**src/rtl/ofc_pkg.sv**
```systemverilog
`timescale 1ns/1ps
package ofc_pkg;
    localparam int DATA_W = 16;
    localparam int ACC_W  = DATA_W + 2;
    localparam int WID_W  = $clog2(DATA_W + 1);

    // single-ended widths per mode; differential adds one bit except at full width
    localparam int SE_W0 = 8;
    localparam int SE_W1 = 12;
    localparam int SE_W2 = 10;
    localparam int SE_W3 = DATA_W;

    typedef enum logic [1:0] {
        RES_NARROW = 2'd0,
        RES_WIDE   = 2'd1,
        RES_MID    = 2'd2,
        RES_FULL   = 2'd3
    } res_mode_e;

    typedef enum logic {
        ST_IDLE    = 1'b0,
        ST_PUBLISH = 1'b1
    } pub_state_e;
endpackage

```
**src/rtl/ofc_width_dec.sv**
```systemverilog
`timescale 1ns/1ps
module ofc_width_dec
    import ofc_pkg::*;
(
    input  logic             diff,
    input  logic [1:0]       mode,
    output logic [WID_W-1:0] width,
    output logic [WID_W-1:0] shift
);
    logic [WID_W-1:0] base;

    always_comb begin
        unique case (res_mode_e'(mode))
            RES_NARROW: base = WID_W'(SE_W0);
            RES_WIDE:   base = WID_W'(SE_W1);
            RES_MID:    base = WID_W'(SE_W2);
            RES_FULL:   base = WID_W'(SE_W3);
            default:    base = WID_W'(SE_W0);
        endcase
        width = (diff && base != WID_W'(DATA_W)) ? base + WID_W'(1) : base;
        shift = WID_W'(DATA_W) - width;
    end


    always_comb begin
        width_legal_chk: assert (width >= WID_W'(SE_W0) && width <= WID_W'(DATA_W));
    end
endmodule

```
**src/rtl/ofc_subtract.sv**
```systemverilog
`timescale 1ns/1ps
module ofc_subtract
    import ofc_pkg::*;
(
    input  logic                    diff,
    input  logic [WID_W-1:0]        width,
    input  logic [WID_W-1:0]        shift,
    input  logic [DATA_W-1:0]       raw,
    input  logic [DATA_W-1:0]       ofs,
    output logic signed [ACC_W-1:0] corrected
);
    logic                    sign_bit;
    logic [DATA_W-1:0]       code_ext;
    logic signed [ACC_W-1:0] code_s;
    logic signed [ACC_W-1:0] ofs_s;
    logic signed [ACC_W-1:0] ofs_scaled;

    always_comb begin
        sign_bit = 1'b0;
        for (int i = 0; i < DATA_W; i++) begin
            if (i == int'(width) - 1) sign_bit = raw[i];
        end
    end

    // bits at or above the active width are replaced, never passed through
    for (genvar g = 0; g < DATA_W; g++) begin : g_bit
        assign code_ext[g] = (WID_W'(g) < width) ? raw[g] : (diff & sign_bit);
    end

    always_comb begin
        code_s     = {{(ACC_W-DATA_W){diff & code_ext[DATA_W-1]}}, code_ext};
        ofs_s      = {{(ACC_W-DATA_W){ofs[DATA_W-1]}}, ofs};
        ofs_scaled = ofs_s >>> shift;
        corrected  = code_s - ofs_scaled;
    end
endmodule

```
**src/rtl/ofc_clamp.sv**
```systemverilog
`timescale 1ns/1ps
module ofc_clamp
    import ofc_pkg::*;
(
    input  logic                    diff,
    input  logic [WID_W-1:0]        width,
    input  logic signed [ACC_W-1:0] value,
    output logic [DATA_W-1:0]       result
);
    localparam logic signed [ACC_W-1:0] ONE = ACC_W'(1);

    logic signed [ACC_W-1:0] lim_hi;
    logic signed [ACC_W-1:0] lim_lo;
    logic signed [ACC_W-1:0] limited;

    always_comb begin
        if (diff) begin
            lim_hi = (ONE << (width - WID_W'(1))) - ONE;
            lim_lo = -(ONE << (width - WID_W'(1)));
        end else begin
            lim_hi = (ONE << width) - ONE;
            lim_lo = '0;
        end
        if (value > lim_hi)      limited = lim_hi;
        else if (value < lim_lo) limited = lim_lo;
        else                     limited = value;
        result = limited[DATA_W-1:0];
    end


    always_comb begin
        clamp_range_chk: assert (limited <= lim_hi && limited >= lim_lo);
    end
endmodule

```
**src/rtl/adc_ofs_formatter.sv**
```systemverilog
`timescale 1ns/1ps
module adc_ofs_formatter
    import ofc_pkg::*;
(
    input  logic              clk,
    input  logic              rst_n,
    input  logic              code_valid,
    input  logic              code_diff,
    input  logic [1:0]        code_mode,
    input  logic [DATA_W-1:0] raw_code,
    input  logic [DATA_W-1:0] ofs_word,
    output logic              res_valid,
    output logic [DATA_W-1:0] res_data
);
    logic [WID_W-1:0]        width;
    logic [WID_W-1:0]        shift;
    logic signed [ACC_W-1:0] corrected;
    logic [DATA_W-1:0]       formatted;
    pub_state_e              state_q, state_d;

    ofc_width_dec u_width (
        .diff  (code_diff),
        .mode  (code_mode),
        .width (width),
        .shift (shift)
    );

    ofc_subtract u_sub (
        .diff      (code_diff),
        .width     (width),
        .shift     (shift),
        .raw       (raw_code),
        .ofs       (ofs_word),
        .corrected (corrected)
    );

    ofc_clamp u_clamp (
        .diff   (code_diff),
        .width  (width),
        .value  (corrected),
        .result (formatted)
    );

    always_ff @(posedge clk or negedge rst_n) begin
        if (!rst_n) state_q <= ST_IDLE;
        else        state_q <= state_d;
    end

    always_comb begin
        unique case (state_q)
            ST_IDLE:    state_d = code_valid ? ST_PUBLISH : ST_IDLE;
            ST_PUBLISH: state_d = code_valid ? ST_PUBLISH : ST_IDLE;
            default:    state_d = ST_IDLE;
        endcase
        res_valid = (state_q == ST_PUBLISH);
    end

    always_ff @(posedge clk or negedge rst_n) begin
        if (!rst_n)          res_data <= '0;
        else if (code_valid) res_data <= formatted;
    end


    valid_pulse_chk: assert property (@(posedge clk) disable iff (!rst_n)
        res_valid |-> $past(code_valid));


    strobe_follow_chk: assert property (@(posedge clk) disable iff (!rst_n)
        code_valid |=> res_valid);


    hold_chk: assert property (@(posedge clk) disable iff (!rst_n)
        !code_valid |=> ($stable(res_data) && !res_valid));
endmodule

```
**config.mk**
```make
export PLATFORM = sky130hd
export DESIGN_NAME = adc_ofs_formatter
export DESIGN_NICKNAME = d
export VERILOG_FILES = /design/src/rtl/ofc_pkg.sv /design/src/rtl/ofc_width_dec.sv /design/src/rtl/ofc_subtract.sv /design/src/rtl/ofc_clamp.sv /design/src/rtl/adc_ofs_formatter.sv
export SDC_FILE = /design/constraint.sdc
export NUM_CORES = 1
export LEC_CHECK = 0
export BUFFER_PORTS_ARGS = -buffer_cell sky130_fd_sc_hd__buf_4
export CAP_MARGIN = 15
export CORE_MARGIN = 1
export CORE_UTILIZATION = 25
export DETAILED_ROUTE_END_ITERATION = 10
export PLACE_DENSITY = 0.49
export SYNTH_ARGS = -nofsm -noshare
export SYNTH_HDL_FRONTEND = slang
export SYNTH_SLANG_ARGS = --single-unit
```
**constraint.sdc**
```tcl
create_clock -name clk -period 2.3 [get_ports clk]
set_input_delay 0.23 -clock clk [delete_from_list [all_inputs] [get_ports clk]]
set_output_delay 0.23 -clock clk [all_outputs]
set_load 0.01 [all_outputs]
```
* After elaboration in Yosys (flattened, before gate mapping)
Index checks and enable logic that the tools add are counted.
W data, S select, Z words.
** Word-level totals
- Bits in registers :: 17
- Input bits :: 38
- Output and inout port bits :: 17
- Logic and storage cells :: 94
** Cells by class
- Add/sub/neg operators :: 8
- Order comparisons :: 18
- Equal/unequal tests :: 19
- Shift-type cells :: 3
- Multiplexer cells :: 39
- Bitwise logic cells :: 2
- Reduce and logical (&&, ||, !) cells :: 3
** Operators by type and width (number)
- $eq A5 B32 Y1 const A :: 8
- $eq A4 B32 Y1 const A :: 4
- $eq A3 B32 Y1 const A :: 2
- $lt A4 B5 Y1 const A :: 8
- $mux W18 :: 2
- $shl A1 B5 Y18 const A :: 2
- $sub A18 B2 Y18 const B :: 2
- $mux W1 :: 33
- $eq A2 B32 Y1 const A :: 1
- $logic_not A32 Y1 :: 1
- $mux W16 :: 2
- $lt A3 B5 Y1 const A :: 4
- $pmux W5 S4 :: 1
- $gt A18 B18 Y1 :: 1
- $lt A18 B18 Y1 :: 1
- $neg A18 Y18 :: 1
- $sshr A16 B5 Y18 :: 1
- $sub A17 B18 Y18 :: 1
- $lt A1 B5 Y1 const A :: 2
- $lt A2 B5 Y1 const A :: 2
- $sub A5 B1 Y6 const B :: 1
- $add A5 B1 Y5 const B :: 1
- $mux W5 :: 1
- $ne A5 B5 Y1 const B :: 1
- other kinds (7) :: 9

* Longest topological paths before layout
Gate-level depths: netlist of run 1.
- Word-level depth :: 30
- Mapped depth :: 35
- Gate-level depth less buffers :: 31

* Hierarchy
From an unflattened synthesis of run 1, not the netlist that was laid out.
** Second synthesis, totals
- Cells, all modules :: 647
- Area, all modules :: 4987.3 sq um
** Modules (own cells, without submodules)
- ofc_clamp :: times used 1, cells an instance 311, area an instance 2120.8 sq um, sequential area each 0.0 sq um
- ofc_subtract :: times used 1, cells an instance 284, area an instance 2054.5 sq um, sequential area each 0.0 sq um
- adc_ofs_formatter :: times used 1, cells an instance 35, area an instance 674.4 sq um, sequential area each 425.4 sq um
- ofc_width_dec :: times used 1, cells an instance 17, area an instance 137.6 sq um, sequential area each 0.0 sq um

* Worst setup path after synthesis of run 1
No wires, ideal clock.
- Kind :: input port to flip-flop
- From :: input code_mode[1]
- To :: register res_data[5]
- Arrival time :: 6.596 ns
- Path slack :: -4.420 ns
- Stages :: 31
- Cells stage by stage :: buf_2 -> and2_1 -> nor2_1 -> inv_1 -> ha_1 -> buf_2 -> buf_1 -> o311ai_0 -> a21oi_1 -> o21ai_0 -> a31oi_1 -> or2_2 -> o311a_1 -> clkbuf_1 -> mux2_2 -> fa_1 -> a211oi_1 -> o21ai_1 -> a21oi_1 -> nor2_1 -> a21o_1 -> a21oi_1 -> xnor2_1 -> ha_1 -> nand2_1 -> nor3_1 -> nand2_1 -> or3b_1 -> o211a_1 -> a221o_1 -> o31a_1
** Between the ends
- Word-level cells in the longest chain between the ends :: 30
- Elaborated cells between the ends (all ways) :: 91
- Classes of those cells :: 8 x add/sub; 18 x order compare; 19 x eq/ne; 3 x shift; 38 x mux; 2 x bitwise; 3 x reduce/logical
** Ends and longest elaborated chain
- start: declaration :: line adc_ofs_formatter.sv:9 : input logic [1:0] code_mode,
- $eq A2 B2 Y1 (tied with other cells) :: line ofc_width_dec.sv:13 : unique case (res_mode_e'(mode))
- $pmux W5 S4 * :: line ofc_width_dec.sv:13
- branches (longest 2 deep; another with $add A5 B1 Y5)
- $mux W5 * :: line ofc_width_dec.sv:20 : width = (diff && base != WID_W'(DATA_W)) ? base + WID_W'(1) : base;
- $sub A5 B1 Y6 :: line ofc_subtract.sv:21 : if (i == int'(width) - 1) sign_bit = raw[i];
- $logic_not A32 Y1 :: line ofc_subtract.sv:21
- $mux W1 (16 in series) :: line ofc_subtract.sv:21
- $and A1 B1 Y1 :: line ofc_subtract.sv:27 : assign code_ext[g] = (WID_W'(g) < width) ? raw[g] : (diff & sign_bit);
- $mux W1 :: line ofc_subtract.sv:27
- $and A1 B1 Y1 :: line ofc_subtract.sv:31 : code_s = {{(ACC_W-DATA_W){diff & code_ext[DATA_W-1]}}, code_ext};
- $sub A17 B18 Y18 :: line ofc_subtract.sv:34 : corrected = code_s - ofs_scaled;
- $lt A18 B18 Y1 :: line ofc_clamp.sv:25 : else if (value < lim_lo) limited = lim_lo;
- $mux W16 :: line ofc_clamp.sv:25
- $mux W16 * :: line ofc_clamp.sv:24 : if (value > lim_hi) limited = lim_hi;
- end signal: assignment :: line adc_ofs_formatter.sv:60 : else if (code_valid) res_data <= formatted;
- end: declaration :: line adc_ofs_formatter.sv:13 : output logic [DATA_W-1:0] res_data
Mark *: on every way between the ends. The select of a mux whose other input is x is not followed.
A chain may end at the register's enable or synchronous reset.

* Worst setup path after layout of run 1
- From :: input code_mode[1]
- To :: register res_data[11]
Same word-level chain as after synthesis.

==> results of run 1 <==
[final cells by class]
| type | count | area, um^2 |
|---|---|---|
| Fill cell | 2248 | 12500 |
| Tap cell | 280 | 350 |
| Timing Repair Buffer | 383 | 2960 |
| Sequential cell | 17 | 425 |
| Clock buffer | 4 | 78.8 |
| Inverter | 32 | 125 |
| Multi-Input combinational cell | 686 | 5540 |
[power breakdown]
part / internal [W] / switching (W) / leakage, nW
logic: 0.00321 / 0.00302 / 4.15
clock network: 0.000235 / 0.000110 / 0.0382
registers: 0.000433 / 0.0000872 / 0.186
[cell families (layout without fill, tap and decap cells)]
kind of cell               count (synthesis)  in the layout  synth area share, %
and+or+nand+nor                          281            281                 25.8
adders and majority gates                 61             61                 13.6
DFF                                       17             17                 7.53
xor gates and xnor gates                  28             28                 4.34
AOI/OAI and AO/OA                        268            268                 33.5
muxes                                     48             48                 9.10
buffers and inverters                     81            419                 6.11
[Yosys cell counts (6+ instances only)]
| cell type | n |
|---|---|
| nand3_1 | 25 |
| xnor2_1 | 17 |
| inv_1 | 27 |
| dfrtp_1 | 17 |
| clkbuf_1 | 31 |
| mux2_2 | 27 |
| a221oi_1 | 6 |
| nand3b_1 | 10 |
| o31a_1 | 8 |
| nand2b_1 | 17 |
| nand2_1 | 75 |
| a21o_1 | 8 |
| o21ai_0 | 47 |
| a31oi_1 | 17 |
| mux2i_1 | 21 |
| nor2b_1 | 13 |
| o21a_1 | 12 |
| nor3_1 | 26 |
| nor2_1 | 58 |
| nor3b_1 | 6 |
| a21oi_1 | 57 |
| ha_1 | 60 |
| a211oi_1 | 9 |
| xor2_1 | 11 |
| buf_2 | 11 |
| o211ai_1 | 11 |
| and2_1 | 11 |
| o21ai_1 | 8 |
| o2111ai_1 | 6 |
[layer usage]
layer	vias to the layer above	wire (um)	track usage, %	share of wire (%)
li1	3640	-	-	-
met1	3367	10800	25.4	45
met2	191	11900	37.5	49
met3	42	882	1.88	3.6
met4	0	631	4.32	2.6
met5	-	0	0	0
[sequential cells by signal (all words and copies together) (netlist names)]
| register | cells |
|---|---|
| res_valid | 1 |
| res_data | 16 |
[worst paths after layout]
check                                               from                  endpoint  slack, ns  depth (start not counted)
worst max-delay path                        code_mode[1]  res_data[11]$_DFFE_PN0P_      -3.35                         32
worst min-delay path                          code_valid       res_valid$_DFF_PN0_       0.31                          1
worst max register to register   res_data[0]$_DFFE_PN0P_   res_data[0]$_DFFE_PN0P_       1.41                          3
worst min register to register  res_data[15]$_DFFE_PN0P_  res_data[15]$_DFFE_PN0P_       0.51                          2
max in group asynchronous                          rst_n  res_data[14]$_DFFE_PN0P_       1.72                          2
min in group asynchronous                          rst_n   res_data[3]$_DFFE_PN0P_       0.39                          2
[timing repair]
item                                    in CTS  in global routing
resized for setup                           50                 59
pin swaps                                   25                 43
hold endpoints to repair                    17                  0
buffers inserted                            13                 11
hold buffers                                 1                  0
endpoints found under the setup margin      16                 16
[through the flow]
step           hold slack, ns  TNS [ns]  power (W)  cell area, um^2  util, %
2_1_floorplan         -0.0656    -53.20    0.00348             5920        -
3_3_place_gp            0.109    -60.63    0.00580             8710     39.5
3_5_place_dp            0.110    -61.55    0.00584             8710     39.5
4_1_cts                 0.312    -53.43    0.00661             9130     41.4
5_1_grt                 0.321    -56.48    0.00764             9480     43.1
6_report                0.311    -52.46    0.00709             9480     43.1
==> metrics.cfg, run 1 <==
[status]
status = finished with violations
violations = DRC, setup timing

[synthesis]
synth_top_area_cell = ha_1
synth_edf_count = 0
yosys_warnings = 0
syn-cell-area_um2 = 5650
syn-num-nets = 883
ys_types = 94
yosys_most_used_dff = dfrtp_1
postSynthAreaPerCell_um2 = 7.21
syn_inst = 784
ys_ff_latch = 17
synth_top_area_share_pct = 13.3
seq_area_frac_synth_pct = 7.53
async_flop_share_pct = 100
synth_area_leaders = ha_1, dfrtp_1, mux2_2

[floorplan]
die_area_um2 = 23200
rows = 54
initial_utilization_pct = 25.7
die_y_um = 152
io_pins = 55
die_w_um = 152
coreArea_um2 = 22000

[worst_setup_path]
path_class = primary input to register
crit_fanout = 8
critPathRequiredTime_ns = 2.43
cpLargestDelayFamily = compound AO/OA/AOI/OAI gates
endpoint_kind = register
cp_slowest_cell = ha_4
critPathBufInv = 6
crit_top_cell = a21oi_1
worst_ep_arrival_time_ns = 5.78
max_stage_delay_ns = 0.32
critPathLaunchType = primary input

[sta]
setup_viol = 16
maxSlewHeadroom_pct = 68.0
finalCriticalPeriod_ns = 5.65
worstMarginPinSlew_ns = 0.476
finalHoldViolations = 0
worst_slack_ns = -3.35
finalClockSkew_ns = 0
rsz0062_at_grt = true
fmax_mhz = 177
timing.final.crit_share_pct = 246
drv_slew = 0

[detailed_routing]
wl_per_cell_um = 17.3
num_vias = 7240
ant_nets = 0
drtIter0Drc = 479
firstDrtPassIters = 8
routed_wl_um = 24200
drc = 1
vias_per_cell = 5.16

[grt]
grt-ovfl-total = 0
grt_pass1_wl_um = 37800
grt_max_degree = 37
grtUsageTotal_pct = 20.3
grt_pass1_vias = 7119
antenna_found_initial = 0

[clocking]
h-tree-depth = 1
cts.sinks = 17
clk_path_buf_depth = 2
numCtsBuffers = 3
clk_latency_ns = 0.24
cts_tree = yes
cts.clk_slew.worst_paths_ns = 0.05
clockRootBuffer = clkbuf_16

[cells_and_area]
antennaDiodeCount = 0
area.growth.synth_to_final_pct = 67.8
fin_cells = 1402
final_nets = 1222
drive_gt1_share_pct = 47.0
final_common_cell = buf_4
layout_common_cells = buf_4, nand2_1, nor2_1

[placed_design]
port_buffers = 54
gp_congestion = 0.939
dp.cells = 1375
place_hpwl_um = 20000
dp_slack_ns = -3.94

[min_path]
hp-class = primary input to register

[power]
max-vdd-ir-drop_uv = 416
power_density_nw_per_um2 = 748
power.leakage_nw = 4.37

[flow_run]
max_cap_violations = 0

(Power assumes the default switching activity.)
==> run 2, diff against run 1 <==
--- a/config.mk
+++ b/config.mk
@@ -11,6 +11,7 @@
 export CORE_UTILIZATION = 25
 export DETAILED_ROUTE_END_ITERATION = 10
 export PLACE_DENSITY = 0.49
+export SKIP_CTS_REPAIR_TIMING = 1
 export SYNTH_ARGS = -nofsm -noshare
 export SYNTH_HDL_FRONTEND = slang
 export SYNTH_SLANG_ARGS = --single-unit
==> run 2 against run 1 <==
Effect of this change:
- the run still ends with DRC, setup timing left
- routed wire length shrank 1.3%
- maximum frequency shrank 2.9%
- critical path depth grew 1
- via count shrank 0.35%
- clock skew is the same
- largest cell class unchanged
- worst hold slack gained 0.0037 ns
==> metrics.cfg, run 2 (synthesized netlist as in run 1, its figures left out) <==
[clocking]
h-tree-depth = 1
clk_path_buf_depth = 2
numCtsBuffers = 3
cts_tree = yes
clockRootBuffer = clkbuf_16
cts.clk_slew.worst_paths_ns = 0.05
cts.sinks = 17
clk_latency_ns = 0.24

[grt]
grt-ovfl-total = 0
grtUsageTotal_pct = 19.8
grt_pass1_wl_um = 36900
antenna_found_initial = 0
grt_max_degree = 37
grt_pass1_vias = 6927

[sta]
finalClockSkew_ns = 0
worstMarginPinSlew_ns = 0.429
maxSlewHeadroom_pct = 71.2
finalHoldViolations = 0
timing.final.crit_share_pct = 253
fin_setup_tns_ns = -54.34
rsz0062_at_grt = true
whs_ns = 0.315
fmax_mhz = 172
worst_slack_ns = -3.52
finalCriticalPeriod_ns = 5.82
drv_slew = 0
setup_viol = 16

[placed_design]
dp.cells = 1375
gp_congestion = 0.939
port_buffers = 54
place_hpwl_um = 20000

[floorplan]
die_y_um = 152
die_area_um2 = 23200
coreArea_um2 = 22000
die_w_um = 152
io_pins = 55
initial_utilization_pct = 25.7
rows = 54

[cells_and_area]
area.growth.synth_to_final_pct = 64.2
antennaDiodeCount = 0
final_common_cell = buf_4
fin_cells = 1394
layout_common_cells = buf_4, nand2_1, nor2_1
final_nets = 1214
largest-register = res_data
utilization_pct = 42.1
largest_register_ffs = 16
drive_gt1_share_pct = 45.5

[power]
power_w = 0.00686
power.leakage_nw = 4.30
max-vdd-ir-drop_uv = 401
power_density_nw_per_um2 = 739

[worst_setup_path]
crit_top_cell = buf_4
max_stage_delay_ns = 0.32
cp_slowest_cell = ha_1
critPathRequiredTime_ns = 2.43
critPathLaunchType = primary input
path_class = primary input to register
worst_ep_arrival_time_ns = 5.95
endpoint_kind = register
crit_fanout = 7

[status]
violations = DRC, setup timing
status = finished with violations

[detailed_routing]
wl_per_cell_um = 17.1
num_vias = 7215
drtIter0Drc = 411
ant_nets = 0
firstDrtPassIters = 7
drc = 1
vias_per_cell = 5.18
routed_wl_um = 23900

[min_path]
hp-class = primary input to register

[flow_run]
max_cap_violations = 0

==> run 2: path summary, 6_finish.rpt <==
| check | startpoint | to | slack (ns) | cells after the start |
|---|---|---|---|---|
| worst min-delay path | code_valid | res_valid$_DFF_PN0_ | 0.32 | 1 |
| worst max-delay path | code_mode[1] | res_data[11]$_DFFE_PN0P_ | -3.52 | 33 |
| max in group asynchronous | rst_n | res_data[15]$_DFFE_PN0P_ | 1.72 | 2 |
| worst min register to register | res_data[15]$_DFFE_PN0P_ | res_data[15]$_DFFE_PN0P_ | 0.50 | 2 |
| worst max register to register | res_data[0]$_DFFE_PN0P_ | res_data[0]$_DFFE_PN0P_ | 1.40 | 3 |
| min in group asynchronous | rst_n | res_data[3]$_DFFE_PN0P_ | 0.39 | 2 |
==> run 2: power breakdown <==
group	total, W	switching, W	internal (W)
clock network	0.000345	0.000110	0.000235
logic	0.00600	0.00291	0.00309
registers	0.000516	0.0000828	0.000433
==> run 2: final cells by class <==
cell class / instances / area [um^2]
fillers: 2266 / 12700
multi-input cells: 686 / 5410
repair buffers: 375 / 2890
flip-flops and latches: 17 / 425
well taps: 280 / 350
inverters: 32 / 125
clock buffers: 4 / 78.8
==> run 2: through the flow <==
step / cell area (um^2) / setup slack, ns
finish: 9280 / -3.52
global route: 9280 / -3.76
CTS: 8780 / -3.70
detailed placement: 8710 / -3.94
global placement: 8710 / -3.88
floorplan: 5920 / -3.42
==> run 2: critical path, delay by kind of cell <==
kind | cells | cell delay (ns)
adders and majority gates | 3 | 0.84
and+or+nand+nor | 4 | 0.69
AOI/OAI and AO/OA | 17 | 2.86
buffers and inverters | 8 | 0.99
muxes | 1 | 0.31
==> run 2: metal layers <==
| layer | vias up | wire, um | global-route usage [%] |
|---|---|---|---|
| li1 | 3615 | - | - |
| met1 | 3384 | 10700 | 25.1 |
| met2 | 184 | 11700 | 36.3 |
| met3 | 32 | 927 | 2.10 |
| met4 | 0 | 520 | 3.60 |
| met5 | - | 0 | 0 |
